$ cat config.mk
export PLATFORM = sky130hd
export DESIGN_NAME = rect_gate_gen
export DESIGN_NICKNAME = d
export VERILOG_FILES = /design/src/rtl/rgg_pkg.sv /design/src/rtl/rgg_carrier_ctrl.sv /design/src/rtl/rgg_sector_decode.sv /design/src/rtl/rgg_gate_datapath.sv /design/src/rtl/rect_gate_gen.sv
export SDC_FILE = /design/constraint.sdc
export NUM_CORES = 1
export LEC_CHECK = 0
export ABC_AREA = 0
export BUFFER_PORTS_ARGS = -buffer_cell sky130_fd_sc_hd__buf_4
export CAP_MARGIN = 20
export CORE_ASPECT_RATIO = 1.25
export CORE_MARGIN = 2
export CORE_UTILIZATION = 59
export DETAILED_ROUTE_END_ITERATION = 10
export PLACE_DENSITY_LB_ADDON = 0.2
export SYNTH_ARGS = -nofsm -noshare
export SYNTH_HDL_FRONTEND = slang
export SYNTH_SLANG_ARGS = --single-unit
$ cat constraint.sdc
create_clock -name clk -period 2.8 [get_ports clk]
set_clock_uncertainty 0.05 [all_clocks]
set_input_delay 0.42 -clock clk [delete_from_list [all_inputs] [get_ports clk]]
set_output_delay 0.42 -clock clk [all_outputs]
set_load 0.05 [all_outputs]
$ cat src/rtl/rgg_pkg.sv
package rgg_pkg;

  // Number of input phases served by the rectifier stage.
  localparam int unsigned PHASES = 3;

  // Strobes from control to datapath.
  typedef struct packed {
    logic clear;     // synchronous reset of all datapath state
    logic latchCfg;  // carrier sits at zero: capture sector and compare
  } rgg_strobe_t;

  // Decoded view of one sector value (one-hot phase masks).
  typedef struct packed {
    logic              valid;    // sector in 1..6
    logic              odd;      // odd sector: upper clamp, lower modulated
    logic [PHASES-1:0] clampOh;  // phase held on
    logic [PHASES-1:0] leadOh;   // phase driven directly by the compare
    logic [PHASES-1:0] trailOh;  // phase driven by the complement
  } rgg_sector_t;

endpackage

$ cat src/rtl/rgg_carrier_ctrl.sv
module rgg_carrier_ctrl
  import rgg_pkg::*;
#(
  parameter int unsigned CNT_MAX = 5000,  // must be at least 2
  parameter int unsigned CNT_W   = $clog2(CNT_MAX + 1)
) (
  input  logic             clk,
  input  logic             rst,
  output logic [CNT_W-1:0] cnt,
  output rgg_strobe_t      strobe
);

  localparam logic [CNT_W-1:0] TOP     = CNT_W'(CNT_MAX);
  localparam logic [CNT_W-1:0] NEAR_TOP = CNT_W'(CNT_MAX - 1);
  localparam logic [CNT_W-1:0] ONE     = CNT_W'(1);

  logic dirUp;

  always_ff @(posedge clk) begin
    if (rst) begin
      cnt   <= '0;
      dirUp <= 1'b1;
    end else if (dirUp) begin
      cnt <= cnt + ONE;
      if (cnt == NEAR_TOP) dirUp <= 1'b0;
    end else begin
      cnt <= cnt - ONE;
      if (cnt == ONE) dirUp <= 1'b1;
    end
  end

  always_comb begin
    strobe.clear    = rst;
    strobe.latchCfg = !rst && (cnt == '0);
  end

  // carrier never leaves its range
  a_r1_range: assert property (@(posedge clk) disable iff (rst)
    cnt <= TOP);

  // every step is exactly one count
  a_r1_step: assert property (@(posedge clk) disable iff (rst)
    !$past(rst) |-> (cnt == $past(cnt) + ONE) || (cnt == $past(cnt) - ONE));

  // the peak turns the carrier around
  a_r1_turn: assert property (@(posedge clk) disable iff (rst)
    (cnt == TOP) |=> (cnt == NEAR_TOP));

  // counting restarts upward from zero after reset
  a_r2_restart: assert property (@(posedge clk) disable iff (rst)
    $fell(rst) |-> (cnt == '0) ##1 (cnt == ONE));

endmodule

$ cat src/rtl/rgg_sector_decode.sv
module rgg_sector_decode
  import rgg_pkg::*;
(
  input  logic [2:0]  sector,
  output rgg_sector_t info
);

  logic [PHASES-1:0] clamp;

  always_comb begin
    unique case (sector)
      3'd1, 3'd4: clamp = 3'b001;  // phase a
      3'd2, 3'd5: clamp = 3'b100;  // phase c
      3'd3, 3'd6: clamp = 3'b010;  // phase b
      default:    clamp = 3'b000;
    endcase
  end

  always_comb begin
    info.valid   = (sector != 3'd0) && (sector != 3'd7);
    info.odd     = sector[0];
    info.clampOh = clamp;
    // lead = next phase in a->b->c->a order, trail = the one after it
    info.leadOh  = {clamp[PHASES-2:0], clamp[PHASES-1]};
    info.trailOh = {clamp[0], clamp[PHASES-1:1]};
  end

endmodule

$ cat src/rtl/rgg_gate_datapath.sv
module rgg_gate_datapath
  import rgg_pkg::*;
#(
  parameter int unsigned CNT_W = 13,
  parameter int unsigned CMP_W = 13
) (
  input  logic              clk,
  input  rgg_strobe_t       strobe,
  input  logic [CNT_W-1:0]  cnt,
  input  logic [2:0]        sectorIn,
  input  logic [CMP_W-1:0]  cmpIn,
  output logic [PHASES-1:0] gateUp,
  output logic [PHASES-1:0] gateLo
);

  logic [2:0]        secQ;
  logic [CMP_W-1:0]  cmpQ;
  rgg_sector_t       info;
  logic              hit;
  logic [PHASES-1:0] modMask;
  logic [PHASES-1:0] upNext;
  logic [PHASES-1:0] loNext;

  // configuration capture at the carrier zero point only
  always_ff @(posedge clk) begin
    if (strobe.clear) begin
      secQ <= 3'd0;
      cmpQ <= '0;
    end else if (strobe.latchCfg) begin
      secQ <= sectorIn;
      cmpQ <= cmpIn;
    end
  end

  rgg_sector_decode u_decode (
    .sector (secQ),
    .info   (info)
  );

  assign hit = CMP_W'(cnt) < cmpQ;

  generate
    for (genvar ph = 0; ph < PHASES; ph++) begin : g_phase
      assign modMask[ph] = (info.leadOh[ph] & hit) | (info.trailOh[ph] & !hit);
      assign upNext[ph]  = info.valid & (info.odd ? info.clampOh[ph] : modMask[ph]);
      assign loNext[ph]  = info.valid & (info.odd ? modMask[ph] : info.clampOh[ph]);
    end
  endgenerate

  always_ff @(posedge clk) begin
    if (strobe.clear) begin
      gateUp <= '0;
      gateLo <= '0;
    end else begin
      gateUp <= upNext;
      gateLo <= loNext;
    end
  end

  // held configuration moves only on the zero-point strobe
  a_r7_hold_cfg: assert property (@(posedge clk) disable iff (strobe.clear)
    !strobe.latchCfg |=> $stable(secQ) && $stable(cmpQ));

  // odd sector keeps an upper switch of the clamp phase on
  a_r3_upper_clamp: assert property (@(posedge clk) disable iff (strobe.clear)
    !$past(strobe.clear) && $past(info.valid && info.odd)
      |-> (gateUp & $past(info.clampOh)) != '0);

  // even sector keeps a lower switch of the clamp phase on
  a_r4_lower_clamp: assert property (@(posedge clk) disable iff (strobe.clear)
    !$past(strobe.clear) && $past(info.valid && !info.odd)
      |-> (gateLo & $past(info.clampOh)) != '0);

  // invalid sector codes silence every gate
  a_r8_invalid_off: assert property (@(posedge clk) disable iff (strobe.clear)
    !$past(strobe.clear) && !$past(info.valid) |-> (gateUp == '0) && (gateLo == '0));

  // no phase shorted through its own pair
  a_r9_no_shoot: assert property (@(posedge clk) disable iff (strobe.clear)
    (gateUp & gateLo) == '0);

  // exactly one upper and one lower conducting in valid sectors
  a_r9_one_each: assert property (@(posedge clk) disable iff (strobe.clear)
    !$past(strobe.clear) && $past(info.valid)
      |-> ($countones(gateUp) == 1) && ($countones(gateLo) == 1));

endmodule

$ cat src/rtl/rect_gate_gen.sv
module rect_gate_gen
  import rgg_pkg::*;
#(
  parameter  int unsigned CNT_MAX = 5000,
  localparam int unsigned CNT_W   = $clog2(CNT_MAX + 1),
  localparam int unsigned CMP_W   = $clog2(CNT_MAX + 2)
) (
  input  logic              clk,
  input  logic              rst,
  input  logic [2:0]        sectorIn,
  input  logic [CMP_W-1:0]  cmpIn,
  output logic [CNT_W-1:0]  carrier,
  output logic [PHASES-1:0] gateUp,
  output logic [PHASES-1:0] gateLo
);

  rgg_strobe_t strobe;

  rgg_carrier_ctrl #(
    .CNT_MAX (CNT_MAX),
    .CNT_W   (CNT_W)
  ) u_ctrl (
    .clk    (clk),
    .rst    (rst),
    .cnt    (carrier),
    .strobe (strobe)
  );

  rgg_gate_datapath #(
    .CNT_W (CNT_W),
    .CMP_W (CMP_W)
  ) u_data (
    .clk      (clk),
    .strobe   (strobe),
    .cnt      (carrier),
    .sectorIn (sectorIn),
    .cmpIn    (cmpIn),
    .gateUp   (gateUp),
    .gateLo   (gateLo)
  );

endmodule

After elaboration in Yosys (flattened, before gate mapping)
Cells that the tools add are included.
{"block": "op_classes", "add_sub_neg": 2, "eq_ne": 9, "n_reduce_logical": 9, "magnitude_cmp": 1, "n_mux": 11, "n_bitwise": 15}
{"op": "adder 13 x 1 -> 13 bit, second input constant", "n": 1}
{"op": "== test 13 x 1 -> 1 bit, second input constant", "n": 1}
{"op": "== test 13 bit, second input constant", "n": 1}
{"op": "zero test 13 bit", "n": 1}
{"op": "less-than comparator 13 bit", "n": 1}
{"op": "two-way mux 13 bit", "n": 1}
{"op": "subtractor 13 x 1 -> 13 bit, second input constant", "n": 1}
{"op": "bitwise AND 1 bit", "n": 12}
{"op": "== test 3 bit, second input constant", "n": 3}
{"op": "two-way mux 1 bit", "n": 9}
{"op": "case mux 3 bit (3 select lines)", "n": 1}
{"op": "== test 3 x 2 -> 1 bit, second input constant", "n": 2}
{"op": "OR reduction 2 bit", "n": 3}
{"op": "== test 3 x 1 -> 1 bit, second input constant", "n": 1}
{"op": "!= test 3 bit, second input constant", "n": 1}
{"op": "OR 1 bit", "n": 3}
{"op": "nonzero test 3 bit", "n": 1}
{"op": "logical AND 1 bit", "n": 2}
{"op": "zero test 1 bit", "n": 2}
{"block": "word_totals", "word_cells": 53, "input_bits": 18, "regBits": 36}

Logic depth before layout (Yosys ltp)
{"block": "depth", "depth_word": 7, "depth_mapped": 8, "ltp_nobuf": 8}

Modules after synthesis
A second synthesis with hierarchy kept.
{"block": "unflattened", "hier_cells": 235, "area_unflattened_um2": 2098.3}
{"mod": "rgg_gate_datapath", "area_per_inst_um2": 1087.3, "instances": 1, "seq_area_each_um2": 440.4, "cells_per_inst": 117}
{"mod": "rgg_carrier_ctrl", "area_per_inst_um2": 899.6, "instances": 1, "seq_area_each_um2": 280.3, "cells_per_inst": 102}
{"mod": "rgg_sector_decode", "area_per_inst_um2": 111.4, "instances": 1, "seq_area_each_um2": 0.0, "cells_per_inst": 16}

Worst setup path after synthesis
OpenSTA, ideal clock, no wires.
{"block": "synth_timing", "kind": "reg2reg", "start": "register u_ctrl.cnt[10]", "end": "register u_data.gateUp[0]", "t_required_ns": 2.680, "setup_time_ns": 0.070, "stages_incl_launch_ff": 6, "t_arrival_ns": 1.979, "slack_ns": 0.701, "path_cell_list": "dfxtp_1 ha_1 nand2_1 o41ai_2 mux2_2 a21oi_1"}
{"block": "synth_between", "elab_chain_len": 6, "elab_cells_between_ends": 7}
{"item": "from (decl)", "line": "rgg_carrier_ctrl.sv:9", "source": "output logic [CNT_W-1:0] cnt,"}
{"item": "from (signal assigned)", "line": "rgg_carrier_ctrl.sv:24", "source": "cnt <= cnt + ONE;"}
{"item": "from (signal assigned)", "line": "rgg_carrier_ctrl.sv:27", "source": "cnt <= cnt - ONE;"}
{"item": "less-than comparator 13 bit *", "line": "rgg_gate_datapath.sv:40", "source": "assign hit = CMP_W'(cnt) < cmpQ;"}
{"item": "zero test 1 bit", "line": "rgg_gate_datapath.sv:44", "source": "assign modMask[ph] = (info.leadOh[ph] & hit) | (info.trailOh[ph] & !hit);"}
{"item": "bitwise AND 1 bit", "line": "rgg_gate_datapath.sv:44"}
{"item": "OR 1 bit *", "line": "rgg_gate_datapath.sv:44"}
{"item": "two-way mux 1 bit *", "line": "rgg_gate_datapath.sv:45", "source": "assign upNext[ph] = info.valid & (info.odd ? info.clampOh[ph] : modMask[ph]);"}
{"item": "bitwise AND 1 bit *", "line": "rgg_gate_datapath.sv:45"}
{"item": "to (signal assigned)", "line": "rgg_gate_datapath.sv:55", "source": "gateUp <= upNext;"}
{"item": "to (decl)", "line": "rgg_gate_datapath.sv:12", "source": "output logic [PHASES-1:0] gateUp,"}
Every way passes the cells marked *; elsewhere a longest branch is shown, timed or not.
A chain may end at the register's enable or synchronous reset.

Worst setup path in the final report
{"block": "layout_timing", "start": "register u_ctrl.cnt[2]", "end": "register u_data.gateUp[0]"}
Same word-level chain as after synthesis.

==> impl_summary.txt <==
----------------------------------------------------
[Status]
  Outcome ... complete, no violations

[Floorplanning]
  Number of placed I/O pins ... 37
  Starting density of the core ... 0.611
  Area of the die ... 3790 µm²
  Placement Rows ... 23
  Core area ... 3190 µm²
  Horizontal die dimension ... 55.5 µm
  Die Height ... 68.3 µm

[Hold path]
  Launch point of the worst hold path ... cmpIn[9]
  End of the worst hold path ... u_data.cmpQ[9]
  Hold/Removal Path Class ... in -> reg
  Number of instances on the worst hold path ... 3

[Timing]
  Final critical delay including setup and external delays ... 2050 ps
  Tightest Pin Transition ... 518 ps
  Post-route clock period utilization ... 0.734
  Achievable Freq ... 487 MHz
  Final setup viols ... 0
  Max-slew violation count ... 0
  Setup repair after global routing missed its margin ... no
  Total negative slack for setup checks ... 0 ps
  Worst slew slack as a fraction of its limit ... 0.654
  Hold Vio Cnt, Final ... 0

[Setup path]
  Peak fanout along the critical path ... 11
  Register-to-register setup slack ... 750 ps
  Critical path origin ... u_ctrl.cnt[2]
  Reg2Reg Launch Point ... u_ctrl.cnt[2]
  Required time at the endpoint of the critical path ... 2960 ps
  Startpoint kind of the worst setup timing path ... flip-flop
  Data arrival time of the worst path ... 2210 ps
  Reg2Reg Depth ... 7
  Worst setup EP type ... flip-flop
  Critical path start-end classification ... reg -> reg
  End of the worst register-to-register path ... u_data.gateUp[0]

[Final layout]
  Most frequent standard cell in the layout excluding fill and tap cells ... sky130_fd_sc_hd__nor2_1
  Final cell count without fillers ... 292
  Filler cell count in the final layout ... 254
  Most frequent cells in the layout ... sky130_fd_sc_hd__nor2_1 (38), sky130_fd_sc_hd__buf_4 (36), sky130_fd_sc_hd__dfxtp_1 (36), sky130_fd_sc_hd__mux2i_1 (21), sky130_fd_sc_hd__nand2_1 (17)
  Share of the core filled with cells ... 0.721
  Post-layout net count ... 288
  Area overhead of the layout relative to synthesis ... 17.9%
  Fraction of layout instances using a drive strength above 1 ... 0.204
  Diode count ... 0
  Register cell area after layout ... 721 µm²
  Area of the multi-input gates ... 1120 µm²

[Global route]
  Global-route wire length before repair ... 6230 µm
  Grt ovf ... 0
  Overall global routing resource usage ... 0.211
  Pin count of the biggest net entering global routing ... 38
  Number of antenna violations at the first check in global routing ... 0
  Via count of the first global-routing pass ... 1457

[Routing]
  Pre-Repair DR Iteration Count ... 4
  Average routed wire per standard cell ... 13.0 µm
  Via density ... 5.41
  Number of remaining DRC errors ... 0
  Remaining antenna violation count ... 0
  Routed vias ... 1579
  WL final ... 3800 µm
  Count of routing violations after the opening detailed-route iteration ... 31

[Placement]
  Final estimated routing congestion in global placement ... 0.802
  Cells after DPL ... 284
  Sum of net half-perimeters after detailed placement ... 2770 µm
  Port bufs ... 36

[Synthesis]
  Proportion of synthesized chip area in sequential cells ... 0.369
  Post-synth net total ... 256
  Summed instance area of the synthesized netlist ... 1950 µm²
  Per-instance average area after synthesis ... 8.80 µm²
  Warnings, synthesis ... 0
  Count of distinct cell types in the synthesized netlist ... 36
  #FFs+latches synth ... 36
  Synthesized netlist cell count ... 222

[CTS]
  Count of H-tree levels built during CTS ... 2
  Source-to-sink clock delay at the later pin of the worst-skew pair ... 280 ps
  Clock buffer count from CTS ... 5
  Clock root cell ... sky130_fd_sc_hd__clkbuf_8
  TritonCTS clock tree ... yes
  Max Root-Sink Buffers ... 2
  Clock sink count ... 36
  Post-CTS setup-driven buffer insertion count ... 0
  Clock transition at path regs ... 70 ps
  Resize count post-CTS ... 0
  CTS hold repair buffers ... 0

[Power]
  Seq pwr share ... 0.494
  Power share of the clock group ... 0.332
  Internal Dissipation ... 0.825 mW
  Maximum ir drop on the vdd rail ... 0.000399 V
  Sw Pwr ... 0.306 mW
  Combinational group share of total power ... 0.174
  Power per unit of standard cell area ... 491 nW/µm²
  Pleak ... 1.11 nW
  Switching power share of the total ... 0.271

[Job]
  Number of max-capacitance violations reported ... 0

----------------------------------------------------
## flip-flops by register name (all words and copies together) (netlist names)
name,count
u_ctrl.cnt,13
u_ctrl.dirUp,1
u_data.cmpQ,13
u_data.gateLo,3
u_data.gateUp,3
u_data.secQ,3
## layer usage
layer / global-route usage / up-vias / part of all wire
met5: 0 / - / 0
met4: 0.0945 / 0 / 0.012
met3: 0.0510 / 4 / 0.031
met2: 0.378 / 27 / 0.51
met1: 0.240 / 736 / 0.44
li1: - / 812 / -
## worst max-delay path, cell delays in order, from the launching register on
cell,delay [ps]
sky130_fd_sc_hd__dfxtp_1,420
sky130_fd_sc_hd__ha_1,350
sky130_fd_sc_hd__nand2_1,50
sky130_fd_sc_hd__o21ai_1,110
sky130_fd_sc_hd__a31oi_1,110
sky130_fd_sc_hd__o41ai_2,370
sky130_fd_sc_hd__mux2_2,380
sky130_fd_sc_hd__a21oi_1,130
## how the worst max path moves through the flow
stage | endpoint | cells past startpoint | slack (ps)
finish | u_data.gateUp[0] | 7 | 750
global route | u_data.gateUp[0] | 7 | 610
CTS | u_data.gateUp[0] | 7 | 720
detailed placement | u_data.gateUp[0] | 7 | 730
global placement | u_data.gateUp[0] | 7 | 790
floorplan | u_data.gateUp[0] | 5 | 700
## cells by family after synthesis
kind of cell             Yosys count  share of synthesized area
multiplexers                      23                      0.119
XOR/XNOR                          12                     0.0538
buffers and inverters             26                     0.0583
adder cells (fa/ha/maj)           16                      0.102
AND/OR/NAND/NOR                   83                      0.210
AO/OA/AOI/OAI                     26                     0.0871
flip-flops                        36                      0.369
## synthesized netlist by cell type
library cell | n | area [µm²]
sky130_fd_sc_hd__ha_1 | 16 | 200
sky130_fd_sc_hd__xnor2_1 | 4 | 35.0
sky130_fd_sc_hd__clkbuf_1 | 7 | 26.3
sky130_fd_sc_hd__nor3_1 | 2 | 10.0
sky130_fd_sc_hd__nand2_1 | 17 | 63.8
sky130_fd_sc_hd__mux2i_1 | 21 | 210
sky130_fd_sc_hd__o32ai_2 | 1 | 16.3
sky130_fd_sc_hd__nor2_4 | 1 | 11.3
sky130_fd_sc_hd__buf_1 | 1 | 3.75
sky130_fd_sc_hd__xor2_1 | 8 | 70.1
sky130_fd_sc_hd__nand3_4 | 1 | 17.5
sky130_fd_sc_hd__nor2_1 | 38 | 143
sky130_fd_sc_hd__o21ai_1 | 3 | 15.0
sky130_fd_sc_hd__nand3_1 | 7 | 35.0
sky130_fd_sc_hd__o22ai_1 | 2 | 12.5
sky130_fd_sc_hd__nand4_1 | 3 | 18.8
sky130_fd_sc_hd__o21ai_0 | 5 | 25.0
sky130_fd_sc_hd__or4_4 | 1 | 11.3
sky130_fd_sc_hd__mux2_1 | 1 | 11.3
sky130_fd_sc_hd__mux2_2 | 1 | 11.3
sky130_fd_sc_hd__nor4_1 | 1 | 6.26
sky130_fd_sc_hd__or3_1 | 2 | 12.5
sky130_fd_sc_hd__or3b_2 | 2 | 17.5
sky130_fd_sc_hd__inv_1 | 15 | 56.3
sky130_fd_sc_hd__or4_1 | 1 | 7.51
sky130_fd_sc_hd__buf_2 | 1 | 5.00
sky130_fd_sc_hd__a21o_1 | 1 | 7.51
sky130_fd_sc_hd__a21oi_1 | 11 | 55.1
sky130_fd_sc_hd__nor4b_2 | 1 | 15.0
sky130_fd_sc_hd__and3_1 | 2 | 12.5
sky130_fd_sc_hd__buf_6 | 2 | 22.5
sky130_fd_sc_hd__a31oi_1 | 1 | 6.26
sky130_fd_sc_hd__o41ai_2 | 2 | 32.5
sky130_fd_sc_hd__nand3b_1 | 3 | 22.5
sky130_fd_sc_hd__nor2b_1 | 1 | 6.26
sky130_fd_sc_hd__dfxtp_1 | 36 | 721
## power by group through the flow
stage / combinational, mW / sequential, mW / clock (mW)
3_5_place_dp: 0.199 / 0.570 / 0
3_3_place_gp: 0.194 / 0.569 / 0
5_1_grt: 0.215 / 0.562 / 0.404
4_1_cts: 0.200 / 0.558 / 0.382
6_report: 0.197 / 0.558 / 0.375
2_1_floorplan: 0.127 / 0.590 / 0
## final cells by class
class / instances / area share
clock buffer: 8 / 0.0391
inverter: 15 / 0.0245
multi-input combinational: 160 / 0.486
sequential: 36 / 0.313
tap: 37 / 0.0201
timing repair buffer: 36 / 0.117
## through the flow
stage          power [mW]  worst slack [ps]  cell area (µm²)  hold slack (ps)
4_1_cts              1.14               722             2300              319
5_1_grt              1.18               612             2300              316
2_1_floorplan       0.717               701             1950              405
3_3_place_gp        0.763               791             2210              423
3_5_place_dp        0.769               732             2210              435
6_report             1.13               746             2300              317
Power figures use the tool's default switching activity.
